<file path="src/rtl/irq_edge_expander.sv">
module irq_edge_expander #(
  parameter int N = 8
) (
  input  logic         clk,
  input  logic         rst_n,
  input  logic [N-1:0] src_i,
  input  logic [1:0]   bus_addr,
  input  logic         bus_we,
  input  logic [N-1:0] bus_wdata,
  output logic [N-1:0] bus_rdata,
  output logic         irq_o
);
  localparam logic [1:0] A_EN   = 2'd0;
  localparam logic [1:0] A_LVL  = 2'd1;
  localparam logic [1:0] A_EDGE = 2'd2;
  localparam logic [1:0] A_CLR  = 2'd3;

  logic [N-1:0] sync1, sync2, sync3;
  logic [N-1:0] en_q, edge_q;
  logic         irq_q;

  wire en_wr  = bus_we && (bus_addr == A_EN);
  wire clr_wr = bus_we && (bus_addr == A_CLR);
  wire clr_hit = clr_wr && (|bus_wdata);
  wire [N-1:0] clr_bits = clr_wr ? bus_wdata : '0;
  wire [N-1:0] rise = sync2 & ~sync3;
  wire [N-1:0] lvl  = sync2 & en_q;

  always_ff @(posedge clk) begin
    if (!rst_n) begin
      sync1 <= '0;
      sync2 <= '0;
      sync3 <= '0;
    end else begin
      sync1 <= src_i;
      sync2 <= sync1;
      sync3 <= sync2;
    end
  end

  always_ff @(posedge clk) begin
    if (!rst_n) en_q <= '0;
    else if (en_wr) en_q <= bus_wdata;
  end

  for (genvar i = 0; i < N; i++) begin : g_edge
    always_ff @(posedge clk) begin
      if (!rst_n) edge_q[i] <= 1'b0;
      else if (rise[i]) edge_q[i] <= 1'b1;
      else if (clr_bits[i]) edge_q[i] <= 1'b0;
    end
  end

  always_ff @(posedge clk) begin
    if (!rst_n) irq_q <= 1'b0;
    else irq_q <= !clr_hit && (|lvl);
  end

  assign irq_o = irq_q;

  always_comb begin
    unique case (bus_addr)
      A_EN:    bus_rdata = en_q;
      A_LVL:   bus_rdata = lvl;
      A_EDGE:  bus_rdata = edge_q;
      default: bus_rdata = '0;
    endcase
  end
endmodule

</file>
<file path="config.mk">
export PLATFORM = sky130hd
export DESIGN_NAME = irq_edge_expander
export DESIGN_NICKNAME = d
export VERILOG_FILES = /design/src/rtl/irq_edge_expander.sv
export SDC_FILE = /design/constraint.sdc
export NUM_CORES = 1
export LEC_CHECK = 0
export ABC_AREA = 1
export BUFFER_PORTS_ARGS = -buffer_cell sky130_fd_sc_hd__buf_2
export CORE_ASPECT_RATIO = 1.25
export CORE_UTILIZATION = 52
export DETAILED_ROUTE_END_ITERATION = 10
export HOLD_SLACK_MARGIN = 0.06
export PLACE_DENSITY_LB_ADDON = 0.1
export RECOVER_POWER = 50
export SLEW_MARGIN = 15
export SYNTH_ARGS = -nofsm -noshare
export SYNTH_HDL_FRONTEND = slang
export SYNTH_SLANG_ARGS = --single-unit
</file>
<file path="constraint.sdc">
create_clock -name clk -period 0.8 [get_ports clk]
set_input_delay 0.04 -clock clk [delete_from_list [all_inputs] [get_ports clk]]
set_output_delay 0.04 -clock clk [all_outputs]
set_load 0.005 [all_outputs]
</file>
[After elaboration in Yosys (flattened, before gate mapping)]
Cells that the tools add are included.
Word-level totals
  output and inout port bits: 9
  input port bits: 21
  bits in registers: 41
Cells by class
  mux-type cells: 18
  reductions and logical operators: 16
  bitwise logic cells: 3
  equality and inequality tests: 3
Operators with widths (count)
  $pmux W8 S3: 1
  $and A8 B8 Y8: 2
  $mux W1: 16
  $reduce_bool A2 Y1: 8
  $reduce_or A8 Y1: 2
  $mux W8: 1
  $not A8 Y8: 1
  $eq A2 B2 Y1 const B: 2
  $logic_and A1 B1 Y1: 4
  $eq A2 B1 Y1 const B: 1
  $logic_not A2 Y1: 1
  $logic_not A1 Y1: 1

[Depth between registers and ports, before layout]
  depth after elaboration: 5
  depth in mapped cells: 6

[Worst setup path before layout]
Ideal clock, no wire load.
  path kind: reg2reg
  start: register en_q[4]
  end: register irq_q, in the netlist irq_o
  path buffers: 0
  required time: 0.687 ns
  clock period less this slack: 0.736 ns
  library setup time: 0.113 ns
  path slack: 0.064 ns
  stages on the path, launching flop included: 7
  arrival time: 0.623 ns
  path through: dfxtp_1 > nand2_1 > nand2_1 > nor2_1 > nand2_1 > nand2_1 > nor2_1
On the way
  cells in the longest elaborated chain, start to end: 3
Ends and longest elaborated chain
  start, declared: RTL line 19  | logic [N-1:0] en_q, edge_q;
  start signal, assigned: RTL line 43  | else if (en_wr) en_q <= bus_wdata;
  $and A8 B8 Y8: RTL line 27  | wire [N-1:0] lvl = sync2 & en_q;
  $reduce_or A8 Y1: RTL line 56  | else irq_q <= !clr_hit && (|lvl);
  $logic_and A1 B1 Y1: RTL line 56
  end signal, assigned: RTL line 56
  end, declared: RTL line 20  | logic irq_q;
Every way passes these cells.
A chain may end at the register's enable or synchronous reset.

[Final worst setup path]
  start: register en_q[1]
  end: output port bus_rdata[1]
On the way
  cells in the longest elaborated chain, start to end: 2
Ends and longest elaborated chain
  $and A8 B8 Y8: RTL line 27
  $pmux W8 S3 (*): RTL line 62  | unique case (bus_addr)
  end, declared: RTL line 10  | output logic [N-1:0] bus_rdata,
Every way passes the cells marked *; elsewhere a longest branch is shown, timed or not.

==> PnR_summary.wiki <==
{| class="wikitable"
! Metric !! Value
|-
| Inserted Diodes || 0
|-
| Count of H-tree levels built during CTS || 2
|-
| Final period demand of the worst path || 1.120 ns
|-
| DRT Wirelength || 3257 um
|-
| Share of final-layout standard cells stronger than drive strength 1 || 0.2874
|-
| Antenna violation net count after detailed routing || 0
|-
| HP Start || bus_wdata[6]
|-
| Area post-placement || 1682 um2
|-
| Worst Setup End Kind || primary output
|-
| Static Leakage || 1.030 nW
|-
| Leading area contributor after synthesis || sky130_fd_sc_hd__dfxtp_1
|-
| Critical path startpoint category || flop
|-
| Count of standard-cell rows || 21
|-
| Class of the tightest hold or removal check || input port to flop
|-
| Reg-to-reg slack, setup || -0.19 ns
|-
| Die width || 50.08 um
|-
| DP HPWL || 2050 um
|-
| Achievable frequency || 892.9 MHz
|-
| Number of buffers inserted by port buffering || 29
|-
| Crit path max-delay cell type || sky130_fd_sc_hd__dfxtp_2
|-
| Dominant register cell in the synthesized netlist || sky130_fd_sc_hd__dfxtp_1
|-
| Worst vdd ir || 1527 uV
|-
| Power per Cell Area || 1779 nW/um2
|-
| Worst Reg2Reg Path Length in Cells || 8
|-
| Footprint of the flip-flops and latches || 840.8 um2
|-
| Buffer depth of the longest clock path || 2
|-
| Post-Syn Area per Cell || 7.551 um2
|-
| Area of combinational cells with multiple inputs || 576.8 um2
|-
| Fraction of registers with async set or reset after synthesis || 0
|-
| Number of endpoints failing setup at the final stage || 10
|-
| Most frequent cell after synthesis || sky130_fd_sc_hd__nand2_1
|-
| Arr. time, crit path || 1.08 ns
|-
| Final number of max-transition violations || 0
|-
| Number of buffers added by the clock tree synthesis step || 5
|-
| Number of enable-type register cells in the synthesized netlist || 0
|-
| Residual overflow from global routing || 0
|-
| Design Power || 0.003526 W
|-
| Area delta synth->final || 31.89%
|-
| Worst path max stage delay || 0.37 ns
|-
| Synthesized cell area || 1503 um2
|-
| Count of final hold-check violations || 0
|-
| Distinct cell type count of the synthesized netlist || 15
|-
| Die area || 3110 um2
|-
| Detailed-route DRC error count || 0
|-
| Wire length per cell || 11.31 um
|-
| Worst hold margin || 0.1059 ns
|-
| Die Ht || 62.10 um
|-
| Post-layout nets || 274
|-
| Clk pin slew, worst setup/hold paths || 0.11 ns
|-
| Initial antenna violation count || 0
|-
| First drt pass iteration count || 4
|-
| Placeable core area || 2706 um2
|-
| Synth Instances || 199
|-
| Share of the clock period used by the worst path after layout || 1.400
|-
| CTS Root Cell || sky130_fd_sc_hd__clkbuf_4
|-
| Reg-to-Reg Start || en_q[1]
|-
| Endpoint of the worst register-to-register path || irq_o
|-
| Total of warnings raised by yosys || 0
|-
| Number of design-rule violations left by the first detailed-router iteration || 16
|-
| Share of Yosys cell area claimed by the top area cell type || 0.5462
|-
| Total via count after detailed routing || 1378
|-
| Critical path fanouts, max || 3
|-
| Ratio of routed vias to standard cells || 4.785
|-
| Number of global-route vias before repair || 1350
|-
| Number of top-level pins || 30
|-
| Effective utilization at floorplan || 0.5552
|-
| Max transition margin || 0.5193
|-
| RSZ-0062 raised after global routing || true
|-
| Ranking of synthesized cells by area || sky130_fd_sc_hd__dfxtp_1 (55%), sky130_fd_sc_hd__nand2_1 (16%), sky130_fd_sc_hd__inv_1 (6.2%)
|-
| Ranking of synthesized cells by instance count || sky130_fd_sc_hd__nand2_1 (65), sky130_fd_sc_hd__dfxtp_1 (41), sky130_fd_sc_hd__inv_1 (25), sky130_fd_sc_hd__nor2_1 (25), sky130_fd_sc_hd__nand3_1 (9)
|-
| Final worst setup slack || -0.3199 ns
|-
| Number of violations of the max-capacitance limit || 0
|-
| Flip-flop and latch count after synthesis || 41
|-
| Launching element of the worst setup path || en_q[1]
|-
| Worst hold path cell count || 6
|-
| GRT Util Overall || 0.2396
|-
| Total of fill cells in the finished design || 230
|-
| Clock latency reported for the late side of the worst-skew pair || 0.34 ns
|-
| Critical path class || flop to primary output
|-
| Total non-filler cell area in the finished layout || 1982 um2
|-
| Share of the yosys chip area belonging to registers || 0.5462
|-
| Crit-path cells || nand2_2 > o211ai_1 > buf_2
|-
| Status || finished, violations left
|-
| First-pass GRT wire length || 5623 um
|-
| Clock sink count || 41
|-
| Slew @ Worst Pin || 0.7210 ns
|-
| TritonCTS clock tree || built
|-
| Violated checks || negative setup slack
|-
| Clock tree skew after final layout || 0.006611 ns
|-
| Pin count of the biggest net entering global routing || 42
|-
| Syn_nets || 220
|-
| Hold endpoint || irq_o
|-
| GP Congestion || 0.7906
|-
| Final sum of negative setup slack || -2.651 ns
|-
| Req. time, crit path || 0.76 ns
|}
==> cell usage in the layout, fill, tap and decap left out <==
master                           n
sky130_fd_sc_hd__nand2_1        56
sky130_fd_sc_hd__buf_2          28
sky130_fd_sc_hd__inv_1          25
sky130_fd_sc_hd__dfxtp_1        25
sky130_fd_sc_hd__nor2_1         24
sky130_fd_sc_hd__dlygate4sd3_1  17
sky130_fd_sc_hd__dfxtp_2        16
sky130_fd_sc_hd__nand2_2         9
sky130_fd_sc_hd__nand3_1         9
sky130_fd_sc_hd__o211ai_1        8
sky130_fd_sc_hd__o21ai_0         8
sky130_fd_sc_hd__o21ai_1         8
sky130_fd_sc_hd__clkbuf_4        5
sky130_fd_sc_hd__buf_4           5
sky130_fd_sc_hd__nor2_2          2
sky130_fd_sc_hd__clkinv_2        2
sky130_fd_sc_hd__nor2_4          1
sky130_fd_sc_hd__nand2_4         1
sky130_fd_sc_hd__clkinv_4        1
sky130_fd_sc_hd__inv_2           1
sky130_fd_sc_hd__clkbuf_1        1
sky130_fd_sc_hd__clkbuf_2        1
sky130_fd_sc_hd__buf_6           1
==> critical path: cells and delay by family (launching register included) <==
kind / cells / cell delay, ns
AOI/OAI and AO/OA: 1 / 0.17
DFF: 1 / 0.37
buffers and inverters: 1 / 0.14
and+or+nand+nor: 1 / 0.06
==> final cells by class <==
cell class	instances	share of cell area
clock buffer	6	0.02083
sequential	41	0.4242
multi-input combinational	126	0.2910
inverter	27	0.05366
clock inverter	2	0.005051
timing repair buffer	52	0.1837
tap	34	0.02146
==> worst max path at each step <==
| stage | slack, ns | endpoint | cells past startpoint |
|---|---|---|---|
| finish | -0.32 | bus_rdata[1] | 3 |
| global route | -0.39 | bus_rdata[1] | 3 |
| CTS | -0.33 | bus_rdata[1] | 3 |
| detailed placement | -0.14 | edge_q[2] | 3 |
| global placement | -0.10 | en_q[7] | 5 |
| floorplan | 0.06 | irq_o | 6 |
==> routing by layer <==
layer,wire [um],global-route usage,up-vias,part of all wire
met4,69,0.1179,0,0.021
met2,1609,0.4233,34,0.49
met1,1439,0.2657,612,0.44
met5,0,0,-,0
met3,139,0.04412,8,0.043
li1,-,-,724,-
==> what timing repair did <==
item | CTS | global route
hold buffers | 17 | 0
resized for setup | 23 | 4
setup endpoints to repair | 10 | 10
pin swaps | 10 | 4
setup buffers | 2 | 2
hold endpoints to repair | 24 | 0
==> state kept, by name, summed over array words and instances, names as in the netlist <==
name,cells
irq_o,1
en_q,8
sync1,8
edge_q,8
sync2,8
sync3,8
==> cell families (layout without fill, tap and decap cells) <==
kind of cell / Yosys count / count (layout) / share of synthesized area
DFF: 41 / 41 / 0.5462
AOI/OAI and AO/OA: 24 / 24 / 0.09326
and+or+nand+nor: 102 / 102 / 0.2739
buffers and inverters: 32 / 87 / 0.08659
==> metrics by stage <==
step | setup WS (ns) | std cells | util
3_5_place_dp | -0.1411 | 259 | 0.6214
3_3_place_gp | -0.1011 | 259 | 0.6214
6_report | -0.3199 | 288 | 0.7323
5_1_grt | -0.3851 | 288 | 0.7323
4_1_cts | -0.3260 | 286 | 0.7231
2_1_floorplan | 0.06427 | 199 | -
==> where the power goes <==
part	internal [W]	leakage [nW]	switching, W	total, W
sequential	0.00214	0.343	0.0000510	0.00219
combinational	0.000179	0.655	0.000193	0.000371
clock	0.000335	0.0320	0.000627	0.000962
(Power assumes the default switching activity.)
